<file path="config.mk">
export PLATFORM = sky130hd
export DESIGN_NAME = idle_clk_ctrl
export DESIGN_NICKNAME = d
export VERILOG_FILES = /design/src/rtl/idle_ctl_pkg.sv /design/src/rtl/idle_prescaler.sv /design/src/rtl/idle_event_merge.sv /design/src/rtl/idle_fsm.sv /design/src/rtl/idle_clk_ctrl.sv
export SDC_FILE = /design/constraint.sdc
export NUM_CORES = 1
export LEC_CHECK = 0
export ABC_AREA = 1
export CORE_AREA = 2 2 45 47
export CTS_CLUSTER_SIZE = 8
export DETAILED_ROUTE_END_ITERATION = 7
export DIE_AREA = 0 0 47 49
export GPL_ROUTABILITY_DRIVEN = 0
export PLACE_DENSITY_LB_ADDON = 0.2
export SYNTH_ARGS = -nofsm -noshare
export SYNTH_HDL_FRONTEND = slang
export SYNTH_HIERARCHICAL = 1
export SYNTH_SLANG_ARGS = --single-unit
</file>
<file path="constraint.sdc">
create_clock -name clk -period 2.4 [get_ports clk]
set_input_delay 0.6 -clock clk [delete_from_list [all_inputs] [get_ports clk]]
set_output_delay 0.6 -clock clk [all_outputs]
set_load 0.02 [all_outputs]
</file>
<file path="src/rtl/idle_ctl_pkg.sv">
package idle_ctl_pkg;
    typedef enum logic [1:0] {
        ST_RUN       = 2'd0,
        ST_IDLE_FULL = 2'd1,
        ST_IDLE_DIV  = 2'd2,
        ST_WAKE      = 2'd3
    } idle_state_t;
endpackage

</file>
<file path="src/rtl/idle_prescaler.sv">
module idle_prescaler #(
    parameter int unsigned BASE_LOG2  = 4,
    parameter int unsigned NUM_RATIOS = 4,
    parameter int unsigned SEL_W      = $clog2(NUM_RATIOS)
) (
    input  logic             clk,
    input  logic             rst_n,
    input  logic [SEL_W-1:0] ratio_sel,
    output logic             tick
);
    localparam int unsigned CNT_W = BASE_LOG2 + NUM_RATIOS - 1;

    logic [CNT_W-1:0]      cnt_q;
    logic [NUM_RATIOS-1:0] tap;

    // Free-running: every ratio divides the wrap length, so all taps stay periodic.
    always_ff @(posedge clk) begin
        if (!rst_n) cnt_q <= '0;
        else        cnt_q <= cnt_q + CNT_W'(1);
    end

    for (genvar i = 0; i < NUM_RATIOS; i++) begin : g_tap
        assign tap[i] = &cnt_q[BASE_LOG2+i-1:0];
    end

    assign tick = tap[ratio_sel];
endmodule

</file>
<file path="src/rtl/idle_event_merge.sv">
module idle_event_merge #(
    parameter int unsigned NUM_IRQ   = 6,
    parameter int unsigned NUM_STEAL = 3
) (
    input  logic [NUM_IRQ-1:0]   irq_pend,
    input  logic [NUM_IRQ-1:0]   irq_en,
    input  logic [NUM_STEAL-1:0] steal_req,
    output logic                 wake_any,
    output logic                 steal_any
);
    assign wake_any  = |(irq_pend & irq_en);
    assign steal_any = |steal_req;
endmodule

</file>
<file path="src/rtl/idle_fsm.sv">
module idle_fsm
    import idle_ctl_pkg::*;
#(
    parameter int unsigned CODE_W     = 3,
    parameter int unsigned NUM_RATIOS = 4,
    parameter int unsigned SEL_W      = $clog2(NUM_RATIOS)
) (
    input  logic              clk,
    input  logic              rst_n,
    input  logic              idle_req,
    input  logic [CODE_W-1:0] div_code,
    input  logic              wake_any,
    input  logic              steal_any,
    input  logic              tick,
    output logic [SEL_W-1:0]  ratio_sel,
    output logic              core_en,
    output logic              periph_en,
    output logic              idle_flag,
    output logic              wake_pulse
);
    localparam logic [CODE_W-1:0] MAX_CODE = CODE_W'(NUM_RATIOS);

    idle_state_t      state_q, state_d;
    logic [SEL_W-1:0] sel_q, sel_d;
    logic             code_div;

    assign code_div = (div_code != '0) && (div_code <= MAX_CODE);

    // Next-state logic
    always_comb begin
        state_d = state_q;
        sel_d   = sel_q;
        unique case (state_q)
            ST_RUN: begin
                if (idle_req) begin
                    if (code_div) begin
                        state_d = ST_IDLE_DIV;
                        sel_d   = SEL_W'(div_code - CODE_W'(1));
                    end else begin
                        state_d = ST_IDLE_FULL;
                    end
                end
            end
            ST_IDLE_FULL: if (wake_any)         state_d = ST_WAKE;
            ST_IDLE_DIV:  if (tick && wake_any) state_d = ST_WAKE;
            ST_WAKE:                            state_d = ST_RUN;
            default:                            state_d = ST_RUN;
        endcase
    end

    // State register
    always_ff @(posedge clk) begin
        if (!rst_n) begin
            state_q <= ST_RUN;
            sel_q   <= '0;
        end else begin
            state_q <= state_d;
            sel_q   <= sel_d;
        end
    end

    // Outputs
    always_comb begin
        core_en    = 1'b1;
        periph_en  = 1'b1;
        idle_flag  = 1'b0;
        wake_pulse = 1'b0;
        unique case (state_q)
            ST_RUN: ;
            ST_IDLE_FULL: begin
                core_en   = steal_any;
                idle_flag = 1'b1;
            end
            ST_IDLE_DIV: begin
                core_en   = tick | steal_any;
                periph_en = tick;
                idle_flag = 1'b1;
            end
            ST_WAKE:  wake_pulse = 1'b1;
            default: ;
        endcase
    end

    assign ratio_sel = sel_q;
endmodule

</file>
<file path="src/rtl/idle_clk_ctrl.sv">
module idle_clk_ctrl #(
    parameter int unsigned NUM_IRQ    = 6,
    parameter int unsigned NUM_STEAL  = 3,
    parameter int unsigned BASE_LOG2  = 4,
    parameter int unsigned NUM_RATIOS = 4,
    parameter int unsigned CODE_W     = 3
) (
    input  logic                 clk,
    input  logic                 rst_n,
    input  logic                 idle_req,
    input  logic [CODE_W-1:0]    div_code,
    input  logic [NUM_IRQ-1:0]   irq_pend,
    input  logic [NUM_IRQ-1:0]   irq_en,
    input  logic [NUM_STEAL-1:0] steal_req,
    output logic                 core_en,
    output logic                 periph_en,
    output logic                 idle_flag,
    output logic                 wake_pulse
);
    localparam int unsigned SEL_W = $clog2(NUM_RATIOS);

    logic             wake_any;
    logic             steal_any;
    logic             tick;
    logic [SEL_W-1:0] ratio_sel;

    idle_event_merge #(
        .NUM_IRQ   (NUM_IRQ),
        .NUM_STEAL (NUM_STEAL)
    ) merge_i (
        .irq_pend  (irq_pend),
        .irq_en    (irq_en),
        .steal_req (steal_req),
        .wake_any  (wake_any),
        .steal_any (steal_any)
    );

    idle_prescaler #(
        .BASE_LOG2  (BASE_LOG2),
        .NUM_RATIOS (NUM_RATIOS),
        .SEL_W      (SEL_W)
    ) presc_i (
        .clk       (clk),
        .rst_n     (rst_n),
        .ratio_sel (ratio_sel),
        .tick      (tick)
    );

    idle_fsm #(
        .CODE_W     (CODE_W),
        .NUM_RATIOS (NUM_RATIOS),
        .SEL_W      (SEL_W)
    ) fsm_i (
        .clk        (clk),
        .rst_n      (rst_n),
        .idle_req   (idle_req),
        .div_code   (div_code),
        .wake_any   (wake_any),
        .steal_any  (steal_any),
        .tick       (tick),
        .ratio_sel  (ratio_sel),
        .core_en    (core_en),
        .periph_en  (periph_en),
        .idle_flag  (idle_flag),
        .wake_pulse (wake_pulse)
    );
endmodule

</file>
Yosys cells after proc, flatten, opt, wreduce, memory -nomap -nowiden
Index checks and enable logic that the tools add are counted.
Cells by class
  bitwise logic cells: 2
  eq/ne operators: 6
  $add $sub $neg: 2
  reduce and logical (&&, ||, !) cells: 13
  magnitude comparators: 2
  muxes and demuxes: 11
Operators by type and width (number)
  $mux 2: 4
  $pmux 2 s4: 1
  $add 7x1->7 const B: 1
  $reduce_and 7->1: 1
  $and 6x6->6: 1
  $reduce_and 3->1: 2
  $reduce_and 6->1: 1
  $reduce_or 6->1: 1
  $reduce_and 5->1: 1
  $eq 2x2->1 const B: 2
  $mux 1: 4
  $ne 2x1->1 const B: 2
  $reduce_and 4->1: 1
  $le 3x3->1 const B: 1
  $lt 2x3->1 const B: 1
  $reduce_bool 3->1: 1
  $reduce_or 3->1: 1
  $bmux 1 s2: 1
  $eq 2x1->1 const B: 1
  $logic_and 1x1->1: 2
  $logic_not 2->1: 1
  $ne 2x2->1 const B: 1
  $pmux 1 s2: 1
  $reduce_or 2->1: 1
  2 further kinds: 2
Word-level totals
  output and inout bits: 4
  input bits: 21
  logic and storage cells: 39
  flip-flop bits (word level): 11

Depth between registers and ports, before layout
  word-level depth: 6
  gate-level depth with buffers: 14
  mapped depth without buffers: 14

Hierarchy
The synthesis kept the hierarchy.
By module, submodules not included
  idle_fsm: area each 352.8 µm², cells each 57, seq. area each 80.1 µm², times used 1
  idle_prescaler: area each 320.3 µm², cells each 45, seq. area each 140.1 µm², times used 1
  idle_event_merge: area each 56.3 µm², cells each 15, seq. area each 0.0 µm², times used 1

Worst setup path before layout
Ideal clock, no wire load.
  path type: register to output
  from: register presc_i.cnt_q[0]
  to: output core_en
  setup slack: 392 ps
  data arrival time: 1408 ps
  path buffers: 0
  required time: 1800 ps
  cell stages (with the launch flop): 11
  cell sequence: dfxtp_1 ha_1 nand3_1 inv_1 ha_1 inv_1 a21oi_1 o21ai_0 nand2_1 o21ai_0 nand3_1
On the way
  word-level cells in the longest chain between the ends: 5
  elaborated cells between the ends (all ways): 8
  those cells by class: mux (3); bitwise (1); reduce/logical (4)
Ends and longest elaborated chain
  start, declared: line idle_prescaler.sv:13  | logic [CNT_W-1:0] cnt_q;
  start signal, assigned: line idle_prescaler.sv:19  | else cnt_q <= cnt_q + CNT_W'(1);
  $reduce_and 7->1 (tied with other cells): line idle_prescaler.sv:23  | assign tap[i] = &cnt_q[BASE_LOG2+i-1:0];
  $bmux 1 s2 (*): line idle_prescaler.sv:26  | assign tick = tap[ratio_sel];
  $mux 1 (implied by the code) (*): line idle_prescaler.sv:26
  named net tick: line idle_clk_ctrl.sv:24  | logic tick;
  $or 1x1->1 (*): line idle_fsm.sv:75  | core_en = tick | steal_any;
  $pmux 1 s2 (*): line idle_fsm.sv:68  | unique case (state_q)
  end, declared: line idle_clk_ctrl.sv:15  | output logic core_en,
Mark *: on every way through the listed nets, which the timed path passes. The rest lies on a longest branch. The select of a mux whose other input is x is not followed.

Final worst setup path
Ends and elaborated chain as after synthesis.

==> metrics.md <==
| Metric | Value |
|---|---|
| Status | complete, no violations |
| Final WS setup | 0.121 ns |
| Syn avg cell area | 6.23 µm² |
| CP Max Fanout | 3 |
| Post-DR vias/cell | 4.35 |
| Final worst path period share | 0.950 |
| Tightest Hold Check Type | reg -> reg |
| Critical Path AT | 1.68 ns |
| CP top delay family | flip-flops |
| RSZ-0062 raised after global routing | false |
| Worst EP required | 1.80 ns |
| Root Buffer | clkbuf_4 |
| GRT Resource Usage Total | 0.143 |
| Core ar. | 1840 µm² |
| Netlist cell types | 12 |
| Htree depth | 1 |
| Chip width | 47 µm |
| Std-Cell Rows | 16 |
| Post-Syn Area | 729 µm² |
| Detailed placement HPWL | 1300 µm |
| Ports | 25 |
| Ant diodes | 0 |
| Grt ovf | 0 |
| Max frequency | 439 MHz |
| Sequential area share after synthesis | 0.302 |
| Largest net degree at the start of global routing | 10 |
| CP cell instances | ha_4 -> nand3_2 -> inv_2 -> ha_1 -> inv_1 -> a21oi_1 -> o21ai_1 -> nand2_1 -> o21ai_1 -> nand3_1 -> buf_6 |
| Hold-fix buffers, CTS | 0 |
| Worst Max-Slew Pin Slew | 0.319 ns |
| Cell Pwr Density | 697 nW/µm² |
| Finish-stage setup viols | 0 |
| Most frequent cells in the layout | nand2_1, clkdlybuf4s50_1, inv_1, nor2_1, dfxtp_1 |
| Worst R2R Setup Slack | 0.83 ns |
| First-pass DRT Iterations | 2 |
| Max Clock Skew | 0.00100 ns |
| Crit path time final | 2.28 ns |
| Slowest cell on the critical path | dfxtp_2 |
| Total Routed Length | 1540 µm |
| Share of cells above drive strength 1 | 0.132 |
| Final hold viol count | 0 |
| Clk pin slew, worst setup/hold paths | 0.06 ns |
| Leading cell type in the layout, fill and taps excluded | nand2_1 |
| Drt initial violations | 1 |
| Mapped Cells | 117 |
| Critical Path Max Stage Delay | 0.34 ns |
| Final Cell Area | 1090 µm² |
| Crit Path Category | reg -> out |
| Worst VDD drop | 0.406 mV |
| Input/output buffers | 24 |
| Antenna Nets Post-Route | 0 |
| Cells after DPL | 173 |
| Vias after detailed routing | 775 |
| Die Ht | 49 µm |
| Layout Cells excl Fill | 178 |
| Power, Total | 0.760 mW |
| YS warnings | 6 |
| DRC viols | 0 |
| CTS tree | done |
| Initial core utilization | 0.396 |
| Total negative slack | 0 ns |
| Clock tree buffer depth | 2 |
| FF+latch count, synth | 11 |
| Drt wl/cell | 8.66 µm |
| Total CTS buffers | 3 |
| Vias in the first global route | 690 |
| CP Capture Type | output port |
| Critical path buffer and inverter count | 3 |
| Critical path startpoint category | flop |
| Synth-to-layout area growth | 49.6% |
| Max-slew headroom | 0.787 |
| Final nets | 181 |
| Area after DPL | 1040 µm² |
| Place WS | -0.152 ns |
| Cell leakage power | 0.552 nW |
| Final Slew Violations | 0 |
| Max Cap Viol | 0 |
| Num Clock Sinks | 11 |
| Die area | 2300 µm² |
| Clk Latency, worst-skew pair | 0.26 ns |
| Most used cell, CP | o21ai_1 |
| Syn Nets | 146 |
| First-pass GRT wire length | 2400 µm |
| Initial antenna violation count | 0 |
==> kinds of logic (layout without fill, tap and decap cells) <==
family          Yosys count  after routing  synth area share
compound gates            9              9            0.0617
xor+xnor                  1              1            0.0120
fa+ha+maj                 8              8             0.137
buf+inv                  22             56             0.113
flops                    11             11             0.302
simple gates             66             66             0.374
==> tightest hold or removal path, stage by stage, from the launching register on <==
cell	delay, ns
dfxtp_1	0.32
nor2_1	0.10
nor2_1	0.05
==> power by group <==
part / switching (mW) / total (mW) / internal [mW]
clock network: 0.0573 / 0.122 / 0.0643
logic: 0.218 / 0.409 / 0.191
registers: 0.0204 / 0.230 / 0.209
total: 0.296 / 0.760 / 0.464
==> flip-flops by register name (all words and copies together) (netlist names) <==
register and flops:
presc_i/cnt_q 7, fsm_i/ratio_sel 2, fsm_i/state_q 2
==> cells in the mapped netlist, drive strengths merged <==
cell type / instances / area (µm²)
nand3: 10 / 55.1
xnor2: 1 / 8.76
a21oi: 5 / 25.0
dfxtp: 11 / 220
nor2: 15 / 58.8
inv: 22 / 82.6
ha: 8 / 100
nand2: 41 / 159
o21ai: 4 / 20.0
==> final timing paths <==
check,from,end,cells past startpoint
setup / recovery,presc_i/cnt_q[0]$_SDFF_PN0_,core_en,11
hold / removal,presc_i/cnt_q[6]$_SDFF_PN0_,presc_i/cnt_q[6]$_SDFF_PN0_,2
setup reg to reg,presc_i/cnt_q[0]$_SDFF_PN0_,fsm_i/state_q[1]$_SDFFE_PN0P_,13
hold reg to reg,presc_i/cnt_q[6]$_SDFF_PN0_,presc_i/cnt_q[6]$_SDFF_PN0_,2
==> area by class of cell <==
type | instances | area [µm²]
Clock buffer | 4 | 26.3
Timing Repair Buffer | 30 | 282
Tap cell | 27 | 33.8
Multi-Input combinational cell | 84 | 444
Sequential cell | 11 | 223
Fill cell | 194 | 751
Inverter | 22 | 82.6
==> layer usage <==
layer / GRT usage / up-vias / routed length, µm / part of all wire
met4: 0.0972 / 0 / 44 / 0.029
met2: 0.267 / 23 / 778 / 0.50
met3: 0.0185 / 4 / 134 / 0.087
met5: 0 / - / 0 / 0
met1: 0.130 / 324 / 583 / 0.38
li1: - / 424 / - / -
==> what timing repair did <==
action / 4_1_cts / 5_1_grt
gates cloned: 0 / 0
pin swaps: 1 / 3
endpoints found under the setup margin: 2 / 2
resized for setup: 9 / 9
buffers inserted: 0 / 1
==> through the flow <==
stage,hold WS (ns),utilization
after global routing,0.566,0.592
after floorplan,0.417,-
after detailed placement,0.499,0.565
final,0.508,0.592
after CTS,0.510,0.574
after global placement,0.499,0.565
(Power assumes the default switching activity.)
